### src/rtl/pme_pkg.sv
package pme_pkg;

  localparam int COND_W = 3;

  typedef enum logic [COND_W-1:0] {
    COND_ONE   = 3'd0,
    COND_HIGH  = 3'd1,
    COND_LOW   = 3'd2,
    COND_RISE  = 3'd3,
    COND_FALL  = 3'd4,
    COND_EDGE  = 3'd5,
    COND_NONE6 = 3'd6,
    COND_NONE7 = 3'd7
  } cond_e;

  function automatic logic cond_eval(input cond_e c, input logic lvl,
                                     input logic rs, input logic fl);
    logic r;
    case (c)
      COND_ONE:  r = 1'b1;
      COND_HIGH: r = lvl;
      COND_LOW:  r = ~lvl;
      COND_RISE: r = rs;
      COND_FALL: r = fl;
      COND_EDGE: r = rs | fl;
      default:   r = 1'b0;
    endcase
    return r;
  endfunction

endpackage

### src/rtl/pme_sync.sv
module pme_sync #(
  parameter int N = 8
) (
  input  logic         clk_i,
  input  logic         rst_ni,
  input  logic [N-1:0] pin_i,
  output logic [N-1:0] cur_o,
  output logic [N-1:0] rise_o,
  output logic [N-1:0] fall_o
);

  logic [N-1:0] meta_q, cur_q, prv_q;

  always_ff @(posedge clk_i or negedge rst_ni) begin
    if (!rst_ni) begin
      meta_q <= '0;
      cur_q  <= '0;
      prv_q  <= '0;
    end else begin
      meta_q <= pin_i;
      cur_q  <= meta_q;
      prv_q  <= cur_q;
    end
  end

  assign cur_o  = cur_q;
  assign rise_o = cur_q & ~prv_q;
  assign fall_o = ~cur_q & prv_q;


  rise_one_cycle_chk: assert property (@(posedge clk_i) disable iff (!rst_ni)
    (rise_o != '0) |=> ((rise_o & $past(rise_o)) == '0));


  fall_one_cycle_chk: assert property (@(posedge clk_i) disable iff (!rst_ni)
    (fall_o != '0) |=> ((fall_o & $past(fall_o)) == '0));

endmodule

### src/rtl/pme_slice.sv
module pme_slice
  import pme_pkg::*;
#(
  parameter int N_IN  = 8,
  parameter int SEL_W = 3
) (
  input  logic [N_IN-1:0]   cur_i,
  input  logic [N_IN-1:0]   rise_i,
  input  logic [N_IN-1:0]   fall_i,
  input  logic [SEL_W-1:0]  sel_i,
  input  logic [COND_W-1:0] cond_i,
  output logic              hit_o
);

  logic lvl, rs, fl;

  always_comb begin
    lvl = 1'b0;
    rs  = 1'b0;
    fl  = 1'b0;
    if (int'(sel_i) < N_IN) begin
      lvl = cur_i[sel_i];
      rs  = rise_i[sel_i];
      fl  = fall_i[sel_i];
    end
    hit_o = cond_eval(cond_e'(cond_i), lvl, rs, fl);
  end

endmodule

### src/rtl/pme_chain.sv
module pme_chain #(
  parameter int N = 8
) (
  input  logic [N-1:0] hit_i,
  input  logic [N-1:0] eot_i,
  output logic         match_o
);

  logic acc, any;

  // running AND per term, closed terms ORed
  always_comb begin
    acc = 1'b1;
    any = 1'b0;
    for (int k = 0; k < N; k++) begin
      acc = acc & hit_i[k];
      if (eot_i[k]) begin
        any = any | acc;
        acc = 1'b1;
      end
    end
    match_o = any;
  end

endmodule

### src/rtl/pme_pinint.sv
module pme_pinint #(
  parameter int N = 8
) (
  input  logic         clk_i,
  input  logic         rst_ni,
  input  logic         en_i,
  input  logic [N-1:0] cur_i,
  input  logic [N-1:0] rise_i,
  input  logic [N-1:0] fall_i,
  input  logic [N-1:0] lvl_i,
  input  logic [N-1:0] a_i,
  input  logic [N-1:0] b_i,
  input  logic [N-1:0] clr_i,
  output logic [N-1:0] irq_o
);

  logic [N-1:0] irq_q;

  always_ff @(posedge clk_i or negedge rst_ni) begin
    if (!rst_ni) begin
      irq_q <= '0;
    end else begin
      for (int i = 0; i < N; i++) begin
        if (!en_i) begin
          irq_q[i] <= 1'b0;
        end else if (lvl_i[i]) begin
          irq_q[i] <= (a_i[i] & cur_i[i]) | (b_i[i] & ~cur_i[i]);
        end else begin
          // a new edge wins over a clear in the same cycle
          irq_q[i] <= (irq_q[i] & ~clr_i[i]) | (a_i[i] & rise_i[i]) |
                      (b_i[i] & fall_i[i]);
        end
      end
    end
  end

  assign irq_o = irq_q;

  for (genvar g = 0; g < N; g++) begin : g_chk

    sticky_hold_chk: assert property (@(posedge clk_i) disable iff (!rst_ni)
      (en_i && !lvl_i[g] && irq_o[g] && !clr_i[g]) |=> irq_o[g]);


    set_over_clr_chk: assert property (@(posedge clk_i) disable iff (!rst_ni)
      (en_i && !lvl_i[g] && a_i[g] && rise_i[g]) |=> irq_o[g]);


    level_off_chk: assert property (@(posedge clk_i) disable iff (!rst_ni)
      (en_i && lvl_i[g] && !a_i[g] && !b_i[g]) |=> !irq_o[g]);
  end

endmodule

### src/rtl/pin_pattern_irq.sv
module pin_pattern_irq
  import pme_pkg::*;
#(
  parameter int N_IN    = 8,
  parameter int N_SLICE = 8,
  parameter int SEL_W   = (N_IN > 1) ? $clog2(N_IN) : 1
) (
  input  logic                       clk_i,
  input  logic                       rst_ni,
  input  logic [N_IN-1:0]            pin_i,
  input  logic                       mode_match_i,
  input  logic [N_SLICE*SEL_W-1:0]   slice_sel_i,
  input  logic [N_SLICE*COND_W-1:0]  slice_cond_i,
  input  logic [N_SLICE-1:0]         slice_eot_i,
  input  logic [N_IN-1:0]            pin_level_i,
  input  logic [N_IN-1:0]            pin_cfg_a_i,
  input  logic [N_IN-1:0]            pin_cfg_b_i,
  input  logic [N_IN-1:0]            pin_clr_i,
  output logic                       match_irq_o,
  output logic [N_IN-1:0]            pin_irq_o
);

  logic [N_IN-1:0]    cur, rise, fall;
  logic [N_SLICE-1:0] hit;
  logic               match_c;
  logic               match_q;

  pme_sync #(.N(N_IN)) u_sync (
    .clk_i  (clk_i),
    .rst_ni (rst_ni),
    .pin_i  (pin_i),
    .cur_o  (cur),
    .rise_o (rise),
    .fall_o (fall)
  );

  for (genvar s = 0; s < N_SLICE; s++) begin : g_slice
    pme_slice #(.N_IN(N_IN), .SEL_W(SEL_W)) u_slice (
      .cur_i  (cur),
      .rise_i (rise),
      .fall_i (fall),
      .sel_i  (slice_sel_i[s*SEL_W +: SEL_W]),
      .cond_i (slice_cond_i[s*COND_W +: COND_W]),
      .hit_o  (hit[s])
    );
  end

  pme_chain #(.N(N_SLICE)) u_chain (
    .hit_i   (hit),
    .eot_i   (slice_eot_i),
    .match_o (match_c)
  );

  always_ff @(posedge clk_i or negedge rst_ni) begin
    if (!rst_ni) match_q <= 1'b0;
    else         match_q <= mode_match_i & match_c;
  end

  pme_pinint #(.N(N_IN)) u_pinint (
    .clk_i  (clk_i),
    .rst_ni (rst_ni),
    .en_i   (~mode_match_i),
    .cur_i  (cur),
    .rise_i (rise),
    .fall_i (fall),
    .lvl_i  (pin_level_i),
    .a_i    (pin_cfg_a_i),
    .b_i    (pin_cfg_b_i),
    .clr_i  (pin_clr_i),
    .irq_o  (pin_irq_o)
  );

  assign match_irq_o = match_q;


  mode_excl_chk: assert property (@(posedge clk_i) disable iff (!rst_ni)
    !(match_irq_o && (|pin_irq_o)));


  match_idle_chk: assert property (@(posedge clk_i) disable iff (!rst_ni)
    !mode_match_i |=> !match_irq_o);


  pin_idle_chk: assert property (@(posedge clk_i) disable iff (!rst_ni)
    mode_match_i |=> (pin_irq_o == '0));

endmodule

### config.mk
export PLATFORM = sky130hd
export DESIGN_NAME = pin_pattern_irq
export DESIGN_NICKNAME = d
export VERILOG_FILES = /design/src/rtl/pme_pkg.sv /design/src/rtl/pme_sync.sv /design/src/rtl/pme_slice.sv /design/src/rtl/pme_chain.sv /design/src/rtl/pme_pinint.sv /design/src/rtl/pin_pattern_irq.sv
export SDC_FILE = /design/constraint.sdc
export NUM_CORES = 1
export LEC_CHECK = 0
export BUFFER_PORTS_ARGS = -buffer_cell sky130_fd_sc_hd__buf_4
export CORE_MARGIN = 5
export CORE_UTILIZATION = 45
export CTS_CLUSTER_DIAMETER = 150
export CTS_CLUSTER_SIZE = 12
export DETAILED_ROUTE_END_ITERATION = 12
export HOLD_SLACK_MARGIN = 0.12
export PLACE_DENSITY = 0.72
export SYNTH_ARGS = -nofsm -noshare
export SYNTH_HDL_FRONTEND = slang
export SYNTH_SLANG_ARGS = --single-unit
export TNS_END_PERCENT = 50
### constraint.sdc
create_clock -name clk_i -period 3.15 [get_ports clk_i]
set_input_delay 0.315 -clock clk_i [delete_from_list [all_inputs] [get_ports clk_i]]
set_output_delay 0.315 -clock clk_i [all_outputs]
set_load 0.02 [all_outputs]
==> metrics.md <==
| Metric | Value |
|---|---|
| Pwr/cell area | 300 mW/mm2 |
| DIE AREA | 0.00909 mm2 |
| RSZ-0062 raised after global routing | no |
| Crit path arrival time | 3.05 ns |
| Diode count | 0 |
| GR Overflow Total | 0 |
| Sequential area share after synthesis | 25.2% |
| Row cnt | 31 |
| Synthesized cell area | 0.00328 mm2 |
| Number of fillers in the final layout | 616 |
| Longest Clk Path Bufs | 2 |
| Logic pwr share | 37.4% |
| Synth Warn # | 0 |
| Clock Sinks | 33 |
| CTS tree | built |
| Number of global-route vias before repair | 3263 |
| Max IR drop VDD | 0.000221 V |
| FF-to-FF setup slack | 0.29 ns |
| DRT Pass-1 Iters | 5 |
| Syn_area_per_cell | 10.9 um2 |
| Initial Util | between 40% and 50% |
| Core region area | 0.00718 mm2 |
| Synth Area in Compound Gates | 13.9% |
| Worst-Skew Late Latency | 0.30 ns |
| Synth Area in XOR/XNOR | 0.802% |
| Reg2Reg Launch Point | u_sync.cur_o[7]$_DFF_PN0_ |
| Leak | 1.84 nW |
| Placer Congestion | around 0.97 |
| TritonCTS Buffers | 5 |
| DRT iter0 DRCs | 252 |
| Fin crit period | 2.86 ns |
| Number of antenna violations at the first check in global routing | 0 |
| Root Buffer | clkbuf_8 |
| Most frequent cells in the layout | 117 x buf_4, 40 x mux4_2, 33 x dfrtp_1 |
| Fin Setup TNS | 0 ns |
| CP max-delay cell | dfrtp_1 |
| Sw Share | 33.1% |
| Half-perimeter wire length after placement | about 8.5 mm |
| Buf+Inv Stages, Crit Path | 0 |
| Internal | 0.871 mW |
| Fin crit share | 90.7% |
| R2R cell count | 8 |
| # DRC | 0 |
| Worst-margin pin slew | 0.598 ns |
| Final hold violations | 0 |
| Status | finished, final reports clean |
| Number of synthesized flops with an enable pin | 0 |
| # nets final | about 510 |
| Syn Inst Count | 301 |
| Max_slew headroom | 60.1% |
| Util after Layout | 60.4% |
| Die W | 95.3 um |
| Worst Skew | about 0.021 ns |
| Via density | 6.16 |
| CTS H-Tree Depth | 2 |
| Via count | ~3100 |
| Worst hold path class | input port to flop |
| Number of port buffers | 107 |
| Setup Crit Path Kind | flop to flop |
| Critical path depth in cells | 8 |
| Adder-Cell Fraction of Synth Area | 0.344% |
| Final ANT Viol Nets | 0 |
| Post-route non-filler standard cell count | 510 |
| Startpoint Class | flop |
| Final Max Tran Viols | 0 |
| Asr flop ratio synth | 100% |
| Final setup vio count | 0 |
| Post-synthesis mux area share | 37.1% |
| Largest net degree at the start of global routing | 34 |
| CTS clk-pin slew, worst paths | 0.09 ns |
| Crit path from | u_sync.cur_o[7]$_DFF_PN0_ |
| Largest family of logic cells by synthesized area | multiplexers |
| First-pass GRT wire length | 16.8 mm |
| CP Capture Type | flop |
| Avg WL per Cell | 21.3 um |
| Yosys reg bits | 33 |
| CP Cell Sequence | nor2b_1 > mux4_2 > mux2_2 > a221o_1 > o21a_1 > maj3_2 > a211oi_1 > o22ai_1 |
| WP data required | ~3.3 ns |
| CP delay by family, top | compound AO/OA/AOI/OAI gates |
| Crit path largest cell delay | 0.59 ns |
| Min-delay src | pin_i[5] |
| Netlist cell types | 55 |
| Max Cap Viol | 0 |
| Share of layout cells above drive strength 1 | between 40% and 50% |
| Fmax | 0.350 GHz |
| Part of the power in registers | between 30 and 40% |
| Die Y | 95.3 um |
| Post-Route WL | 10.8 mm |
| Commonest non-fill, non-tap cell in the layout | buf_4 |
| Area grow syn2layout | 32.3% |
| Placed cells | 496 |
| Num ports | 108 |
| Synth Area in Simple Gates | a little under a fifth |
| Worst-path maximum fanout | 14 |
| Total track usage | 24.6% |
| NetSw | between 0.4 and 0.5 mW |
| Hold path depth | 1 |
| Clock power frac | about a quarter |
| Dominant synthesized flop cell | dfrtp_1 |
| Syn_nets | 400 |
[final timing paths]
path,endpoint
max,match_irq_o$_DFF_PN0_
min,u_sync.meta_q[5]$_DFF_PN0_
max reg2reg,match_irq_o$_DFF_PN0_
min reg2reg,u_sync.cur_o[0]$_DFF_PN0_
max in group asynchronous,u_pinint.irq_o[5]$_DFF_PN0_
min in group asynchronous,u_sync.meta_q[7]$_DFF_PN0_
[layer usage]
metal	vias up	part of all wire, %	global-route usage, %
li1	1407	-	-
met1	1547	41	33.3
met2	162	48	39.7
met3	25	8.7	5.21
met4	0	2.5	7.57
met5	-	0	0
[sequential cells by signal, indices dropped and copies added, names as in the netlist]
signal	cells
u_sync.cur_o	8
u_sync.prv_q	8
u_pinint.irq_o	8
match_irq_o	1
u_sync.meta_q	8
[through the flow]
stage	total power [mW]	hold slack, ns	instance area, um2	setup WS [ns]
final	1.30	0.130	4330	0.294
after global routing	1.36	0.123	4330	0.140
after CTS	1.30	0.123	4330	0.301
after detailed placement	0.964	0.294	4190	0.305
after global placement	0.956	0.285	4190	0.321
after floorplan	0.749	0.0194	3280	0.560
[synthesized netlist by cell type (all sizes together) (2+ instances only)]
cell	count	area, um2
mux4	43	980
dfrtp	33	826
nor2	25	93.8
nor2b	22	138
clkbuf	18	67.6
nand2b	18	113
o21ai	13	65.1
mux2i	12	120
nand2	12	45.0
nor3b	11	82.6
mux2	10	116
inv	9	33.8
a311oi	8	70.1
a211oi	4	30.0
a21oi	4	20.0
nor3	4	20.0
a31oi	3	18.8
buf	3	23.8
nand3	3	15.0
nand3b	3	22.5
nand4	3	18.8
o2111ai	3	26.3
o21a	3	22.5
a21o	2	15.0
a221o	2	20.0
a221oi	2	23.8
a2bb2oi	2	17.5
and2	2	12.5
and3	2	12.5
o211ai	2	20.0
o221ai	2	17.5
or2b	2	15.0
xor2	2	17.5
[timing repair]
item                      4_1_cts  5_1_grt
gates resized for setup         0        0
buffers inserted                0        0
hold endpoints to repair       38        0
hold buffers                    6        0
[logic make-up after synthesis]
group,count (synthesis)
adders and majority gates,1
muxes,65
DFF,33
buffers and inverters,30
AOI/OAI and AO/OA,59
xor gates and xnor gates,3
and+or+nand+nor,110
[power groups by stage]
stage               registers [mW]  clock network [mW]  logic [mW]
floorplan                    0.482                   0       0.267
global placement             0.485                   0       0.471
detailed placement           0.485                   0       0.479
CTS                          0.478               0.341       0.486
global route                 0.483               0.356       0.522
finish                       0.478               0.336       0.487
[final cells by class]
cell class	instances	area (um2)	area share [%]
multi-input combinational	238	2320	53.7
timing repair buffer	123	938	21.7
sequential	33	826	19.1
tap	99	124	2.86
clock buffer	5	68.8	1.59
inverter	9	33.8	0.780
clock inverter	3	17.5	0.404
Note: power is estimated with default switching activity, not from simulation.
